### config.mk
export PLATFORM = sky130hd
export DESIGN_NAME = dispmode_sanitizer
export DESIGN_NICKNAME = d
export VERILOG_FILES = /design/src/rtl/dispmode_pkg.sv /design/src/rtl/dispmode_fix.sv /design/src/rtl/dispmode_div.sv /design/src/rtl/dispmode_ofs.sv /design/src/rtl/dispmode_sanitizer.sv
export SDC_FILE = /design/constraint.sdc
export NUM_CORES = 2
export LEC_CHECK = 0
export BUFFER_PORTS_ARGS = -buffer_cell sky130_fd_sc_hd__buf_2
export CAP_MARGIN = 20
export CORE_ASPECT_RATIO = 0.8
export CORE_MARGIN = 4
export CORE_UTILIZATION = 66
export CTS_CLUSTER_SIZE = 10
export DETAILED_ROUTE_END_ITERATION = 10
export PLACE_DENSITY_LB_ADDON = 0.05
export SLEW_MARGIN = 10
export SYNTH_ARGS = -nofsm -noshare
export SYNTH_HDL_FRONTEND = slang
export SYNTH_HIERARCHICAL = 1
export SYNTH_SLANG_ARGS = --single-unit
### constraint.sdc
create_clock -name clk_i -period 10.84 [get_ports clk_i]
set_input_delay 0.542 -clock clk_i [delete_from_list [all_inputs] [get_ports clk_i]]
set_output_delay 0.542 -clock clk_i [all_outputs]
set_load 0.005 [all_outputs]
### src/rtl/dispmode_pkg.sv
package dispmode_pkg;
  localparam int unsigned REG_W = 16;

  localparam logic [2:0] IX_EN    = 3'd0;
  localparam logic [2:0] IX_XRES  = 3'd1;
  localparam logic [2:0] IX_YRES  = 3'd2;
  localparam logic [2:0] IX_DEPTH = 3'd3;
  localparam logic [2:0] IX_VW    = 3'd4;
  localparam logic [2:0] IX_VH    = 3'd5;
  localparam logic [2:0] IX_XOFF  = 3'd6;
  localparam logic [2:0] IX_YOFF  = 3'd7;

  typedef enum logic [2:0] {
    ST_IDLE, ST_FIX, ST_DIV, ST_YRES, ST_OFS
  } dm_state_e;

  typedef struct packed {
    logic [REG_W-1:0] xres;
    logic [REG_W-1:0] yres;
    logic [REG_W-1:0] depth;
    logic [REG_W-1:0] vw;
    logic [REG_W-1:0] xoff;
    logic [REG_W-1:0] yoff;
  } dm_geom_t;
endpackage

### src/rtl/dispmode_fix.sv
module dispmode_fix
  import dispmode_pkg::*;
#(
  parameter int unsigned MAX_X = 1600,
  parameter int unsigned MAX_Y = 1200,
  parameter int unsigned LW    = 13
) (
  input  dm_geom_t          g_i,
  output dm_geom_t          g_o,
  output logic [5:0]        bits_o,
  output logic [LW-1:0]     ll_o
);
  localparam logic [REG_W-1:0] MAXX = REG_W'(MAX_X);
  localparam logic [REG_W-1:0] MAXY = REG_W'(MAX_Y);

  always_comb begin
    g_o = g_i;
    case (g_i.depth)
      16'd4, 16'd8, 16'd16, 16'd24, 16'd32: bits_o = g_i.depth[5:0];
      16'd15:  bits_o = 6'd16;
      default: begin
        bits_o    = 6'd8;
        g_o.depth = 16'd8;
      end
    endcase

    g_o.xres = g_i.xres & ~16'd7;
    if (g_o.xres == '0) g_o.xres = 16'd8;
    if (g_o.xres > MAXX) g_o.xres = MAXX;

    g_o.vw = g_i.vw & ~16'd7;
    if (g_o.vw > MAXX) g_o.vw = MAXX;
    if (g_o.vw < g_o.xres) g_o.vw = g_o.xres;

    if (g_i.xoff > MAXX) g_o.xoff = MAXX;
    if (g_i.yoff > MAXY) g_o.yoff = MAXY;

    // vw is a multiple of 8, so the division is exact
    ll_o = LW'((32'(g_o.vw) >> 3) * 32'(bits_o));
  end
endmodule

### src/rtl/dispmode_div.sv
module dispmode_div #(
  parameter int unsigned NW = 24,
  parameter int unsigned DW = 13
) (
  input  logic          clk_i,
  input  logic          rst_ni,
  input  logic          start_i,
  input  logic [NW-1:0] num_i,
  input  logic [DW-1:0] den_i,
  output logic [NW-1:0] quo_o,
  output logic          done_o
);
  localparam int unsigned CW = $clog2(NW + 1);

  logic [CW-1:0] cnt_q;
  logic [DW:0]   rem_q, rem_sh;
  logic [DW-1:0] den_q;
  logic [NW-1:0] q_q;
  logic          ge;

  assign rem_sh = {rem_q[DW-1:0], q_q[NW-1]};
  assign ge     = rem_sh >= {1'b0, den_q};
  assign quo_o  = q_q;

  always_ff @(posedge clk_i or negedge rst_ni) begin
    if (!rst_ni) begin
      cnt_q  <= '0;
      rem_q  <= '0;
      den_q  <= '0;
      q_q    <= '0;
      done_o <= 1'b0;
    end else if (start_i) begin
      cnt_q  <= CW'(NW);
      rem_q  <= '0;
      den_q  <= den_i;
      q_q    <= num_i;
      done_o <= 1'b0;
    end else if (cnt_q != '0) begin
      rem_q  <= ge ? rem_sh - {1'b0, den_q} : rem_sh;
      q_q    <= {q_q[NW-2:0], ge};
      cnt_q  <= cnt_q - 1'b1;
      done_o <= (cnt_q == CW'(1));
    end else begin
      done_o <= 1'b0;
    end
  end
endmodule

### src/rtl/dispmode_ofs.sv
module dispmode_ofs
  import dispmode_pkg::*;
#(
  parameter int unsigned LW        = 13,
  parameter int unsigned AW        = 26,
  parameter int unsigned MEM_BYTES = 8388608
) (
  input  logic [5:0]       bits_i,
  input  logic [REG_W-1:0] xoff_i,
  input  logic [REG_W-1:0] yoff_i,
  input  logic [REG_W-1:0] yres_i,
  input  logic [LW-1:0]    ll_i,
  output logic [REG_W-1:0] xoff_o,
  output logic [REG_W-1:0] yoff_o,
  output logic [AW-1:0]    off_o
);
  localparam logic [AW-1:0] MEMA = AW'(MEM_BYTES);

  logic [AW-1:0] xb, span, full;

  always_comb begin
    xb     = (AW'(xoff_i) * AW'(bits_i)) >> 3;
    span   = AW'(yres_i) * AW'(ll_i);
    full   = xb + AW'(yoff_i) * AW'(ll_i);
    xoff_o = xoff_i;
    yoff_o = yoff_i;
    off_o  = full;
    if (full + span > MEMA) begin
      yoff_o = '0;
      off_o  = xb;
      if (xb + span > MEMA) begin
        xoff_o = '0;
        off_o  = '0;
      end
    end
  end
endmodule

### src/rtl/dispmode_sanitizer.sv
module dispmode_sanitizer
  import dispmode_pkg::*;
#(
  parameter int unsigned MAX_X     = 1600,
  parameter int unsigned MAX_Y     = 1200,
  parameter int unsigned MEM_BYTES = 8388608,
  localparam int unsigned LW  = $clog2(MAX_X * 4 + 1),
  localparam int unsigned MW  = $clog2(MEM_BYTES + 1),
  localparam int unsigned AW0 = LW + $clog2(MAX_Y + 1) + 2,
  localparam int unsigned AW  = (AW0 > MW + 1) ? AW0 : MW + 1
) (
  input  logic             clk_i,
  input  logic             rst_ni,
  input  logic             idx_wr_i,
  input  logic             dat_wr_i,
  input  logic [REG_W-1:0] wdata_i,
  output logic [REG_W-1:0] rdata_o,
  output logic             busy_o,
  output logic [LW-1:0]    pitch_o,
  output logic [MW-1:0]    start_o,
  output logic             upd_o
);
  localparam logic [REG_W-1:0] MAXY = REG_W'(MAX_Y);

  dm_state_e        st_q;
  logic             en_q;
  logic [2:0]       idx_q;
  dm_geom_t         g_q, g_fix;
  logic [REG_W-1:0] vh_q, vh_sat, y_fix, xoff_n, yoff_n;
  logic [5:0]       bits_fix, bits_q;
  logic [LW-1:0]    ll_fix, ll_q;
  logic [MW-1:0]    maxy_q, quo, start_n;
  logic [AW-1:0]    off_n;
  logic             div_done;

  dispmode_fix #(.MAX_X(MAX_X), .MAX_Y(MAX_Y), .LW(LW)) u_fix (
    .g_i(g_q), .g_o(g_fix), .bits_o(bits_fix), .ll_o(ll_fix)
  );

  dispmode_div #(.NW(MW), .DW(LW)) u_div (
    .clk_i, .rst_ni,
    .start_i(st_q == ST_FIX),
    .num_i(MW'(MEM_BYTES)),
    .den_i(ll_fix),
    .quo_o(quo),
    .done_o(div_done)
  );

  dispmode_ofs #(.LW(LW), .AW(AW), .MEM_BYTES(MEM_BYTES)) u_ofs (
    .bits_i(bits_q), .xoff_i(g_q.xoff), .yoff_i(g_q.yoff), .yres_i(g_q.yres),
    .ll_i(ll_q), .xoff_o(xoff_n), .yoff_o(yoff_n), .off_o(off_n)
  );

  always_comb begin
    y_fix = g_q.yres;
    if (y_fix == '0) y_fix = 16'd1;
    if (y_fix > MAXY) y_fix = MAXY;
    if (32'(y_fix) > 32'(maxy_q)) y_fix = REG_W'(maxy_q);
    vh_sat  = (32'(maxy_q) > 32'd65535) ? 16'hFFFF : REG_W'(maxy_q);
    start_n = MW'(off_n >> 2);
  end

  assign busy_o = (st_q != ST_IDLE);

  always_ff @(posedge clk_i or negedge rst_ni) begin
    if (!rst_ni) begin
      st_q    <= ST_IDLE;
      en_q    <= 1'b0;
      idx_q   <= '0;
      g_q     <= '0;
      vh_q    <= '0;
      bits_q  <= '0;
      ll_q    <= '0;
      maxy_q  <= '0;
      pitch_o <= '0;
      start_o <= '0;
      upd_o   <= 1'b0;
    end else begin
      upd_o <= 1'b0;
      if (idx_wr_i) idx_q <= wdata_i[2:0];
      case (st_q)
        ST_IDLE: if (dat_wr_i) begin
          case (idx_q)
            IX_EN: begin
              if (wdata_i[0] && !en_q) begin
                g_q.vw   <= '0;
                g_q.xoff <= '0;
                g_q.yoff <= '0;
                st_q     <= ST_FIX;
              end
              en_q <= wdata_i[0];
            end
            IX_VH: ;
            default: begin
              case (idx_q)
                IX_XRES:  g_q.xres  <= wdata_i;
                IX_YRES:  g_q.yres  <= wdata_i;
                IX_DEPTH: g_q.depth <= wdata_i;
                IX_VW:    g_q.vw    <= wdata_i;
                IX_XOFF:  g_q.xoff  <= wdata_i;
                default:  g_q.yoff  <= wdata_i;
              endcase
              if (en_q) st_q <= ST_FIX;
            end
          endcase
        end
        ST_FIX: begin
          g_q    <= g_fix;
          bits_q <= bits_fix;
          ll_q   <= ll_fix;
          st_q   <= ST_DIV;
        end
        ST_DIV: if (div_done) begin
          maxy_q <= quo;
          st_q   <= ST_YRES;
        end
        ST_YRES: begin
          g_q.yres <= y_fix;
          st_q     <= ST_OFS;
        end
        default: begin
          g_q.xoff <= xoff_n;
          g_q.yoff <= yoff_n;
          vh_q     <= vh_sat;
          pitch_o  <= ll_q;
          start_o  <= start_n;
          upd_o    <= (ll_q != pitch_o) || (start_n != start_o);
          st_q     <= ST_IDLE;
        end
      endcase
    end
  end

  always_comb begin
    case (idx_q)
      IX_EN:    rdata_o = {15'd0, en_q};
      IX_XRES:  rdata_o = g_q.xres;
      IX_YRES:  rdata_o = g_q.yres;
      IX_DEPTH: rdata_o = g_q.depth;
      IX_VW:    rdata_o = g_q.vw;
      IX_VH:    rdata_o = vh_q;
      IX_XOFF:  rdata_o = g_q.xoff;
      default:  rdata_o = g_q.yoff;
    endcase
  end
endmodule

==> results_dict.tcl <==
set metrics [dict create \
    cts.reportedPaths.clkPinSlew_ns 0.06 \
    use_met1_pct 53.3 \
    vias 29600 \
    drive_gt1_share_pct 9.66 \
    clock_latency_ns 0.59 \
    holdWs_ns 0.0588 \
    drv_slew 0 \
    firstDrtPassIters 9 \
    fin_crit_sh_pct 95.1 \
    cts_root_buffer "clkbuf_16" \
    setup_tns_ns 0 \
    netlist_instances 3997 \
    cts_tree "yes" \
    gp_routability_congestion 1.03 \
    cp.arrival_ns 10.78 \
    drt_iter0_markers 3549 \
    grt_pass1_wl_mm 167 \
    path_common_cell "a21o_1" \
    cp-start-kind "flop" \
    gr-max-usage-layer "met2" \
    grt_usage_pct 37.0 \
    dp_hpwl_mm 82.6 \
    port_buffers 74 \
    use_met3_pct 13.0 \
    coreArea_sq_mm 0.0529 \
    cts_made_buffers 30 \
    fmax_mhz 97.0 \
    syn_area_sq_mm 0.0357 \
    slew_headroom_pct 29.3 \
    cts_sinks 256 \
    cts.path.max_buffers 3 \
    outcome "finished clean" \
    vias_per_cell 6.21 \
    r2r_cells 40 \
    fin_area_sq_mm 0.0379 \
    r2r_end "upd_o" \
    grt_max_degree 116 \
    routedWlPerCell_um 22.3 \
    yosysWarningCount 6 \
    drv_cap 0 \
    min_path_type "input pin to asynchronous set/reset pin" \
    dieHeight_um 216 \
    worst-path-stages 40 \
    worstPathRequired_ns 11.31 \
    critPathCaptureType "flop" \
    path_buf_inv 4 \
    area_growth_pct 6.30 \
    synth_area_per_cell_sq_um 8.92 \
    ioPinCount 75 \
    grt.overflow.total 0 \
    hold_viol_final 0 \
    critPathTopFamily "compound AO/OA/AOI/OAI gates" \
    finalWirelength_mm 106 \
    die_area_sq_mm 0.0578 \
    crit_path_max_fanout 15 \
    met2_usage_pct 53.7 \
    final.min_clock_period_ns 10.31 \
    rows 75 \
    reg2reg_slack_ns 0.53 \
    drtAntennaViolNets 0 \
    final_core_util_pct 71.6 \
    htree_levels 1 \
    finalNetCount 4759 \
    place_area_sq_mm 0.0369 \
    crit_type "flop to flop" \
    die_w_um 268 \
    rr_startpoint "g_q[21]" \
    start_util_pct 67.4 \
    antenna_found_initial 4 \
    max_stage_delay_ns 0.57 \
    grt_pass1_vias 29200 \
    setup_viol 0 \
    fin_worst_skew_ns 0.0211 \
    worst_pin_slew_ns 1.06 \
    crit_slowest_cell "xnor2_1" \
    drc 0 \
]
## layout by cell type (no fill, tap or decap), types with 29 or more instances in the layout
cell,n
a21o_1,49
a21oi_1,168
a222oi_1,33
a22oi_1,29
and2_1,276
and3_1,35
buf_2,73
buf_4,91
clkbuf_16,30
conb_1,103
dfrtp_1,248
fa_1,412
ha_1,263
inv_1,567
mux2_2,84
mux2i_1,79
nand2_1,469
nand3_1,39
nor2_1,153
nor2b_1,43
o21ai_0,147
xnor2_1,88
xor2_1,62
## how the worst max path moves through the flow
stage | startpoint | to | slack (ns)
4_1_cts | g_q[21] | upd_o | 0.07
3_5_place_dp | bits_q[2] | upd_o | 0.08
3_3_place_gp | g_q[21] | upd_o | 0.21
5_1_grt | g_q[21] | upd_o | -0.04
6_report | g_q[21] | upd_o | 0.53
2_1_floorplan | bits_q[0] | upd_o | 1.04
## layout make-up
class,count,area [sq um]
antenna,3,7.51
clock inverter,3,28.8
multi-input combinational,3038,26500
fill,4199,15000
timing repair buffer,170,1160
inverter,568,2130
clock buffer,35,790
sequential,256,6420
tap,693,867
## metal layers
layer / routed length (um) / vias to the layer above
met5: 73 / -
met4: 3380 / 8
met3: 13600 / 244
met2: 44500 / 1506
met1: 44900 / 14600
li1: - / 13200
## worst reg2reg max path, delay by kind of cell (launching register included)
kind | cells | cell delay, ns
AOI/OAI and AO/OA | 21 | 4.13
xor gates and xnor gates | 4 | 1.21
adders and majority gates | 7 | 3.05
buffers and inverters | 4 | 0.43
DFF | 1 | 0.47
and+or+nand+nor | 4 | 0.90
## sequential cells by signal (all words and copies together) (netlist names)
name	count
g_q	96
maxy_q	24
start_o	24
u_div/quo_o	24
vh_q	16
ll_q	13
pitch_o	13
u_div/den_q	13
u_div/rem_q	13
bits_q	6
u_div/cnt_q	5
idx_q	3
st_q	3
en_q	1
u_div/done_o	1
upd_o	1
## what timing repair did
action / CTS / global route
gates resized for setup: 0 / 35
setup endpoints to repair: 0 / 56
buffers inserted: 0 / 1
hold buffers: 0 / 0
## per-stage QoR
stage                     std cells  setup WS, ns
after CTS                      4761        0.0691
after global placement         4723         0.214
after floorplan                4096          1.04
after detailed placement       4723        0.0752
final                          4766         0.532
after global routing           4763       -0.0355
Power is not shown: default switching activity piles up to over one toggle a cycle in this logic, so the estimate is an artifact.
